==> config.mk <==
export PLATFORM = sky130hd
export DESIGN_NAME = mbn_node
export DESIGN_NICKNAME = d
export VERILOG_FILES = /design/src/rtl/mbn_pkg.sv /design/src/rtl/mbn_match.sv /design/src/rtl/mbn_flag.sv /design/src/rtl/mbn_capture.sv /design/src/rtl/mbn_node.sv
export SDC_FILE = /design/constraint.sdc
export NUM_CORES = 1
export LEC_CHECK = 0
export ABC_AREA = 1
export BUFFER_PORTS_ARGS = -buffer_cell sky130_fd_sc_hd__buf_2
export CELL_PAD_IN_SITES_DETAIL_PLACEMENT = 1
export CELL_PAD_IN_SITES_GLOBAL_PLACEMENT = 1
export CORE_MARGIN = 2
export CORE_UTILIZATION = 26
export CTS_CLUSTER_SIZE = 24
export DETAILED_ROUTE_END_ITERATION = 8
export PLACE_DENSITY = 0.81
export SYNTH_ARGS = -nofsm -noshare
export SYNTH_HDL_FRONTEND = slang
export SYNTH_SLANG_ARGS = --single-unit
==> constraint.sdc <==
create_clock -name clk -period 2.5 [get_ports clk]
set_input_delay 0.75 -clock clk [delete_from_list [all_inputs] [get_ports clk]]
set_output_delay 0.75 -clock clk [all_outputs]
set_load 0.05 [all_outputs]
==> src/rtl/mbn_pkg.sv <==
package mbn_pkg;
  typedef enum logic [1:0] {
    MOP_LOAD = 2'b00,
    MOP_AND  = 2'b01,
    MOP_OR   = 2'b10,
    MOP_XOR  = 2'b11
  } mask_op_e;

  typedef enum logic [1:0] {
    BM_ALL  = 2'b00,
    BM_SEL  = 2'b01,
    BM_INV  = 2'b10,
    BM_NONE = 2'b11
  } bc_mode_e;

  function automatic logic flag_next(input logic [1:0] op, input logic cur, input logic h);
    case (op)
      MOP_LOAD: flag_next = h;
      MOP_AND:  flag_next = cur & h;
      MOP_OR:   flag_next = cur | h;
      default:  flag_next = cur ^ h;
    endcase
  endfunction

  function automatic logic accepts(input logic [1:0] mode, input logic f);
    case (mode)
      BM_ALL:  accepts = 1'b1;
      BM_SEL:  accepts = f;
      BM_INV:  accepts = ~f;
      default: accepts = 1'b0;
    endcase
  endfunction
endpackage

==> src/rtl/mbn_match.sv <==
module mbn_match #(
  parameter int COLS = 16,
  parameter int ROWS = 16,
  parameter int COL_IDX = 0,
  parameter int ROW_IDX = 0
) (
  input  logic [COLS-1:0] col_map,
  input  logic [ROWS-1:0] row_map,
  output logic            hit
);
  assign hit = col_map[COL_IDX] & row_map[ROW_IDX];
endmodule

==> src/rtl/mbn_flag.sv <==
module mbn_flag
  import mbn_pkg::*;
(
  input  logic       clk,
  input  logic       rst_n,
  input  logic       mask_stb,
  input  logic [1:0] mask_op,
  input  logic       hit,
  output logic       flag
);
  always_ff @(posedge clk) begin
    if (!rst_n) flag <= 1'b0;
    else if (mask_stb) flag <= flag_next(mask_op, flag, hit);
  end

  AST_FLAG_HOLD: assert property (@(posedge clk) disable iff (!rst_n)
    !mask_stb |=> $stable(flag));
  AST_LOAD_OP: assert property (@(posedge clk) disable iff (!rst_n)
    (mask_stb && mask_op == 2'b00) |=> (flag == $past(hit)));
endmodule

==> src/rtl/mbn_capture.sv <==
module mbn_capture
  import mbn_pkg::*;
#(
  parameter int WW = 32,
  localparam int HW = WW / 2
) (
  input  logic          clk,
  input  logic          rst_n,
  input  logic          deliver,
  input  logic [WW-1:0] word,
  output logic          valid,
  output logic [HW-1:0] cmd,
  output logic [HW-1:0] addr
);
  always_ff @(posedge clk) begin
    if (!rst_n) begin
      valid <= 1'b0;
      cmd   <= '0;
      addr  <= '0;
    end else begin
      valid <= deliver;
      if (deliver) begin
        cmd  <= word[WW-1:HW];
        addr <= word[HW-1:0];
      end
    end
  end

  AST_HOLD_REGS: assert property (@(posedge clk) disable iff (!rst_n)
    !deliver |=> ($stable(cmd) && $stable(addr) && !valid));
  AST_CAPTURE: assert property (@(posedge clk) disable iff (!rst_n)
    deliver |=> (valid && cmd == $past(word[WW-1:HW]) && addr == $past(word[HW-1:0])));
endmodule

==> src/rtl/mbn_node.sv <==
module mbn_node
  import mbn_pkg::*;
#(
  parameter int COLS = 16,
  parameter int ROWS = 16,
  parameter int COL_IDX = 5,
  parameter int ROW_IDX = 10,
  parameter int WW = 32,
  localparam int HW = WW / 2
) (
  input  logic            clk,
  input  logic            rst_n,
  input  logic            mask_stb,
  input  logic [1:0]      mask_op,
  input  logic [COLS-1:0] col_map,
  input  logic [ROWS-1:0] row_map,
  input  logic            bc_stb,
  input  logic [1:0]      bc_mode,
  input  logic [WW-1:0]   bc_word,
  output logic            hit,
  output logic            sel_flag,
  output logic            rx_valid,
  output logic [HW-1:0]   rx_cmd,
  output logic [HW-1:0]   rx_addr
);
  logic deliver;
  logic collide;

  mbn_match #(.COLS(COLS), .ROWS(ROWS), .COL_IDX(COL_IDX), .ROW_IDX(ROW_IDX)) u_match (
    .col_map(col_map), .row_map(row_map), .hit(hit));

  mbn_flag u_flag (
    .clk(clk), .rst_n(rst_n), .mask_stb(mask_stb), .mask_op(mask_op),
    .hit(hit), .flag(sel_flag));

  assign collide = mask_stb & bc_stb;
  assign deliver = bc_stb & ~mask_stb & accepts(bc_mode, sel_flag);

  mbn_capture #(.WW(WW)) u_cap (
    .clk(clk), .rst_n(rst_n), .deliver(deliver), .word(bc_word),
    .valid(rx_valid), .cmd(rx_cmd), .addr(rx_addr));

  AST_COLLIDE_DROP: assert property (@(posedge clk) disable iff (!rst_n)
    collide |=> !rx_valid);
  AST_INV_BLOCK: assert property (@(posedge clk) disable iff (!rst_n)
    (bc_stb && bc_mode == 2'b10 && sel_flag) |=> !rx_valid);
  AST_SEL_BLOCK: assert property (@(posedge clk) disable iff (!rst_n)
    (bc_stb && bc_mode == 2'b01 && !sel_flag) |=> !rx_valid);
  AST_MATCH: assert property (@(posedge clk) disable iff (!rst_n)
    hit == (col_map[COL_IDX] && row_map[ROW_IDX]));
endmodule

---- Word level (Yosys, flattened, before mapping) ----
Cells that the tools add are included.
operators by class
  eq/ne operators ......................... 4
  multiplexer cells ....................... 2
  bitwise operators ....................... 8
  reductions and logical operators ........ 2
operators by type and width
  cell                                            count
  one-hot mux 1 bit (3 select lines)              2
  bitwise AND 1 bit                               4
  == test 2 x 1 -> 1 bit (second input constant)  2
  == test 2 bit (second input constant)           2
  zero test 2 bit                                 2
  inverter 1 bit                                  2
  bitwise OR 1 bit                                1
  XOR 1 bit                                       1
word-level totals
  bits in registers ....................... 34
  bits of input ports ..................... 72
  output and inout port bits .............. 35
  word-level logic and storage cells ...... 20

---- Longest topological paths before layout ----
  depth after elaboration ................. 3
  depth in mapped cells ................... 7
  mapped depth without buffers ............ 7

---- Modules after synthesis ----
A second synthesis with hierarchy kept.
second synthesis, totals
  cells, all modules ...................... 232
  area total of the unflattened synthesis .. 1503.9 µm²
by module, submodules not included
  module       instances  cells each  area each (µm²)  sequential area each (µm²)
  mbn_capture  1          206         1361.3           660.6
  mbn_flag     1          17          106.4            20.0
  mbn_node     1          7           28.8             0.0
  mbn_match    1          2           7.5              0.0

---- Worst setup path after synthesis ----
OpenSTA, ideal clock, no wires.
  path kind ............................... input to output
  start ................................... in col_map[5]
  end ..................................... out hit
  data arrival time ....................... 1.130 ns
  required time ........................... 1.750 ns
  path slack .............................. 0.620 ns
  stages on the path ...................... 2
  path buffers ............................ 0
  cell sequence ........................... nand2_1 -> inv_1
between the ends
  longest elaborated chain between the ends .. 1
RTL lines
  item               RTL line         text
  from (decl)        mbn_node.sv:15   input logic [COLS-1:0] col_map,
  bitwise AND 1 bit  mbn_match.sv:11  assign hit = col_map[COL_IDX] & row_map[ROW_IDX];
  to (decl)          mbn_node.sv:20   output logic hit,
Every way passes these cells.

---- Final worst setup path ----
Ends and elaborated chain as after synthesis.

==> flow_summary.html <==
<table>
<tr><th>Metric</th><th>Value</th></tr>
<tr><th colspan="2">Finish</th></tr>
<tr><td>Number of inserted diodes</td><td>0</td></tr>
<tr><td>Share of post-route cells with drive strength above 1</td><td>0.375</td></tr>
<tr><td>Utilization after layout</td><td>0.378</td></tr>
<tr><td>Layout overhead on the synthesized area</td><td>39.7%</td></tr>
<tr><td>Area of all placed cells without fillers</td><td>around 0.0018 sq mm</td></tr>
<tr><td>Most common library cell in the layout ignoring fill and taps</td><td>sky130_fd_sc_hd__buf_2</td></tr>
<tr><td>Most frequent cells in the layout</td><td>sky130_fd_sc_hd__buf_2, sky130_fd_sc_hd__nor2_1, sky130_fd_sc_hd__dfxtp_1</td></tr>
<tr><td>Fin nets</td><td>313</td></tr>
<tr><th colspan="2">Power</th></tr>
<tr><td>Fraction of power consumed by combinational cells</td><td>0.218</td></tr>
<tr><td>Net Sw Power</td><td>slightly above 0.0004 W</td></tr>
<tr><td>Switching power share of the total</td><td>0.321</td></tr>
<tr><td>Relative contribution of the clock network to total power</td><td>0.323</td></tr>
<tr><td>Leakage power total</td><td>approximately 0.89 nW</td></tr>
<tr><td>Worst vdd rail ir drop</td><td>0.248 mV</td></tr>
<tr><td>Internal</td><td>about 0.0009 W</td></tr>
<tr><td>Proportion of power drawn by flip-flops and latches</td><td>0.459</td></tr>
<tr><td>Cell Pwr Density</td><td>slightly above 700 mW/mm^2</td></tr>
<tr><th colspan="2">Timing</th></tr>
<tr><td>Number of hold violations in the final report</td><td>0</td></tr>
<tr><td>Final Slew Violations</td><td>0</td></tr>
<tr><td>Tcrit/Tclk final</td><td>0.800</td></tr>
<tr><td>Final Critical Period</td><td>2.00 ns</td></tr>
<tr><td>Final setup fails</td><td>0</td></tr>
<tr><td>Unrepaired setup endpoints after global routing</td><td>no</td></tr>
<tr><td>Worst slew margin</td><td>0.627</td></tr>
<tr><td>Setup TNS after final layout</td><td>0 ns</td></tr>
<tr><td>Worst-Margin Slew</td><td>~0.56 ns</td></tr>
<tr><td>Max Clock Skew</td><td>0.00405 ns</td></tr>
<tr><td>Timing-limited maximum frequency</td><td>about 500 MHz</td></tr>
<tr><th colspan="2">Critical path</th></tr>
<tr><td>Critical path capture point</td><td>hit</td></tr>
<tr><td>Master of the slowest instance on the critical path</td><td>sky130_fd_sc_hd__buf_2</td></tr>
<tr><td>Number of gates on the worst path with buffers counted</td><td>4</td></tr>
<tr><td>Crit Path Category</td><td>in -&gt; out</td></tr>
<tr><td>Crit path capture type</td><td>output pin</td></tr>
<tr><td>Dominant cell type by count on the critical path</td><td>sky130_fd_sc_hd__buf_2</td></tr>
<tr><td>Data arrival time of the worst path</td><td>1.25 ns</td></tr>
<tr><td>FF-to-FF Start</td><td>u_flag.flag$_SDFFE_PN0P_</td></tr>
<tr><td>Beginning of the critical path</td><td>col_map[5]</td></tr>
<tr><td>Startpoint class of the critical path</td><td>primary input</td></tr>
<tr><td>Combined buffer and inverter count along the critical path</td><td>3</td></tr>
<tr><td>Top Family by Delay on Critical Path</td><td>buffers and inverters</td></tr>
<tr><td>Worst EP required</td><td>approximately 1.8 ns</td></tr>
<tr><td>Reg2reg end</td><td>u_cap.addr[9]$_SDFFE_PN0P_</td></tr>
<tr><td>Worst r2r path cells</td><td>6</td></tr>
<tr><td>Delay of the slowest cell on the worst path</td><td>approximately 0.26 ns</td></tr>
<tr><td>Largest fanout of any net on the critical path</td><td>2</td></tr>
<tr><td>FF-to-FF setup slack</td><td>1.01 ns</td></tr>
<tr><td>Crit-path cells</td><td>buf_2 -&gt; nand2_1 -&gt; inv_1 -&gt; buf_2</td></tr>
<tr><th colspan="2">Yosys</th></tr>
<tr><td>Synth top area cells</td><td>sky130_fd_sc_hd__dfxtp_1, sky130_fd_sc_hd__nor2_1, sky130_fd_sc_hd__o21ai_0</td></tr>
<tr><td>Area share of the largest cell type after synthesis</td><td>0.533</td></tr>
<tr><td>Number of distinct library cells after synthesis</td><td>18</td></tr>
<tr><td>Netlist Area Pre-Place</td><td>around 0.0013 sq mm</td></tr>
<tr><td>Register bit total from synthesis</td><td>34</td></tr>
<tr><td>Syn. warnings</td><td>0</td></tr>
<tr><td>Net count of the mapped netlist</td><td>about 240</td></tr>
<tr><td>Mapped Cells</td><td>between 150 and 200</td></tr>
<tr><td>Fraction of the yosys area taken by sequential cells</td><td>0.533</td></tr>
<tr><td>Average cell area after synthesis</td><td>around 8 sq um</td></tr>
<tr><td>Cell taking the most area after synthesis</td><td>sky130_fd_sc_hd__dfxtp_1</td></tr>
<tr><th colspan="2">Routing</th></tr>
<tr><td>Via-to-Cell Ratio</td><td>a little over 4</td></tr>
<tr><td>Antenna violation net count after detailed routing</td><td>0</td></tr>
<tr><td>Overall via count from detail_route</td><td>~1.3k</td></tr>
<tr><td>Number of DRC violations after detailed-routing iteration 0</td><td>22</td></tr>
<tr><td>First drt pass iteration count</td><td>2</td></tr>
<tr><td>Routed length per placed instance</td><td>approximately 11 um</td></tr>
<tr><td>Number of remaining DRC errors</td><td>0</td></tr>
<tr><td>Total routed wirelength</td><td>approximately 3400 um</td></tr>
<tr><th colspan="2">Clock network</th></tr>
<tr><td>Worst skew pair latency</td><td>0.28 ns</td></tr>
<tr><td>Maximum clock path buffer count</td><td>2</td></tr>
<tr><td>Count of hold buffers inserted by post-cts repair</td><td>0</td></tr>
<tr><td>Post-cts gate resize count</td><td>0</td></tr>
<tr><td>CTS root buf</td><td>sky130_fd_sc_hd__clkbuf_8</td></tr>
<tr><td>Post-CTS setup buffers</td><td>0</td></tr>
<tr><td>CTS tree</td><td>done</td></tr>
<tr><td>Sink Count</td><td>34</td></tr>
<tr><td>Number of buffers created by CTS</td><td>5</td></tr>
<tr><td>CTS clk-pin slew, worst paths</td><td>0.07 ns</td></tr>
<tr><td>H-tree levels</td><td>2</td></tr>
<tr><th colspan="2">Min path</th></tr>
<tr><td>Worst hold path class</td><td>reg -&gt; reg</td></tr>
<tr><th colspan="2">Floorplanning</th></tr>
<tr><td>Chip Width</td><td>approximately 74 um</td></tr>
<tr><td>Die Span Y</td><td>74.1 um</td></tr>
<tr><td>Total I/O pin count</td><td>107</td></tr>
<tr><td>Core region area</td><td>between 0.004 and 0.005 sq mm</td></tr>
<tr><td>Initial core utilization</td><td>0.270</td></tr>
<tr><td>Die area</td><td>0.00549 sq mm</td></tr>
<tr><td>Row count</td><td>25</td></tr>
<tr><th colspan="2">Global routing</th></tr>
<tr><td>GR Util All Layers</td><td>0.135</td></tr>
<tr><td>Via count of the first global-routing pass</td><td>1,288</td></tr>
<tr><td>Antenna violations before repair</td><td>0</td></tr>
<tr><td>First-pass GRT wire length</td><td>approximately 5700 um</td></tr>
<tr><td>Grt ovf</td><td>0</td></tr>
<tr><td>Largest net degree at the start of global routing</td><td>35</td></tr>
<tr><th colspan="2">Place</th></tr>
<tr><td>Instance area at placement</td><td>about 0.0017 sq mm</td></tr>
<tr><td>Placed wire-length estimate after detailed placement</td><td>about 2400 um</td></tr>
<tr><td>Global placement routability congestion</td><td>about 0.78</td></tr>
<tr><td>Number of port buffers</td><td>between 70 and 80</td></tr>
<tr><th colspan="2">Flow run</th></tr>
<tr><td>Max-cap violation count</td><td>0</td></tr>
<tr><th colspan="2">Outcome</th></tr>
<tr><td>Result of the run</td><td>completed</td></tr>
</table>
## synth_stat cells (all sizes together)
library cell  number
a21oi              1
buf                5
clkbuf             4
dfxtp             34
ha                 2
inv                8
nand2              7
nand3              4
nor2              66
o21ai             33
## how the worst min path moves through the flow
stage / from / endpoint / slack, ns / depth (start not counted)
final: u_cap.addr[4]$_SDFFE_PN0P_ / u_cap.addr[4]$_SDFFE_PN0P_ / 0.48 / 2
after detailed placement: u_cap.cmd[1]$_SDFFE_PN0P_ / u_cap.cmd[1]$_SDFFE_PN0P_ / 0.47 / 2
after global routing: u_cap.cmd[4]$_SDFFE_PN0P_ / u_cap.cmd[4]$_SDFFE_PN0P_ / 0.51 / 2
after global placement: u_cap.addr[2]$_SDFFE_PN0P_ / u_cap.addr[2]$_SDFFE_PN0P_ / 0.46 / 2
after floorplan: u_cap.addr[0]$_SDFFE_PN0P_ / u_cap.addr[0]$_SDFFE_PN0P_ / 0.70 / 2
after CTS: u_cap.addr[11]$_SDFFE_PN0P_ / u_cap.addr[11]$_SDFFE_PN0P_ / 0.49 / 2
## worst reg2reg max path, delay by kind of cell (launching register included)
kind | cells | cell delay [ns]
DFF | 1 | 0.41
and+or+nand+nor | 4 | 0.46
buffers and inverters | 2 | 0.55
## through the flow
stage               instances  hold slack [ns]  setup WS [ns]  total power [W]
floorplan                 164            0.702          0.620         0.000809
global placement          299            0.457          0.487         0.000883
detailed placement        299            0.470          0.450         0.000890
CTS                       307            0.488          0.489          0.00132
global route              307            0.512          0.427          0.00137
finish                    307            0.479          0.499          0.00129
## final cells by class
cell class | count | area (sq um)
Inverter | 8 | 30.0
Tap cell | 67 | 83.8
Timing Repair Buffer | 77 | 388
Clock buffer | 6 | 82.6
Multi-Input combinational cell | 113 | 507
Fill cell | 615 | 2940
Sequential cell | 34 | 681
Clock inverter | 2 | 12.5
## registers in the layout, indices dropped and copies added, names as in the netlist
register	flops
u_cap.cmd	16
u_cap.valid	1
u_flag.flag	1
u_cap.addr	16
## power groups by stage
stage,Combinational [W],Clock (W),Sequential (W)
after floorplan,0.0000852,0,0.000723
after global placement,0.000280,0,0.000604
after detailed placement,0.000285,0,0.000605
after CTS,0.000286,0.000444,0.000592
after global routing,0.000310,0.000462,0.000596
final,0.000281,0.000416,0.000591
## cell families after synthesis
| group | Yosys count | synth area share |
|---|---|---|
| flip-flops | 34 | 0.533 |
| adder cells (fa/ha/maj) | 2 | 0.0196 |
| AO/OA/AOI/OAI | 34 | 0.133 |
| buffers and inverters | 17 | 0.0705 |
| AND/OR/NAND/NOR | 77 | 0.244 |
## layer usage
metal | routed length [um] | GRT usage | vias to the layer above
li1 | - | - | 666
met3 | 232 | 0.0501 | 2
met2 | 1620 | 0.229 | 41
met1 | 1490 | 0.155 | 565
met4 | 23 | 0.0485 | 0
met5 | 0 | 0 | -
Power figures use the tool's default switching activity.
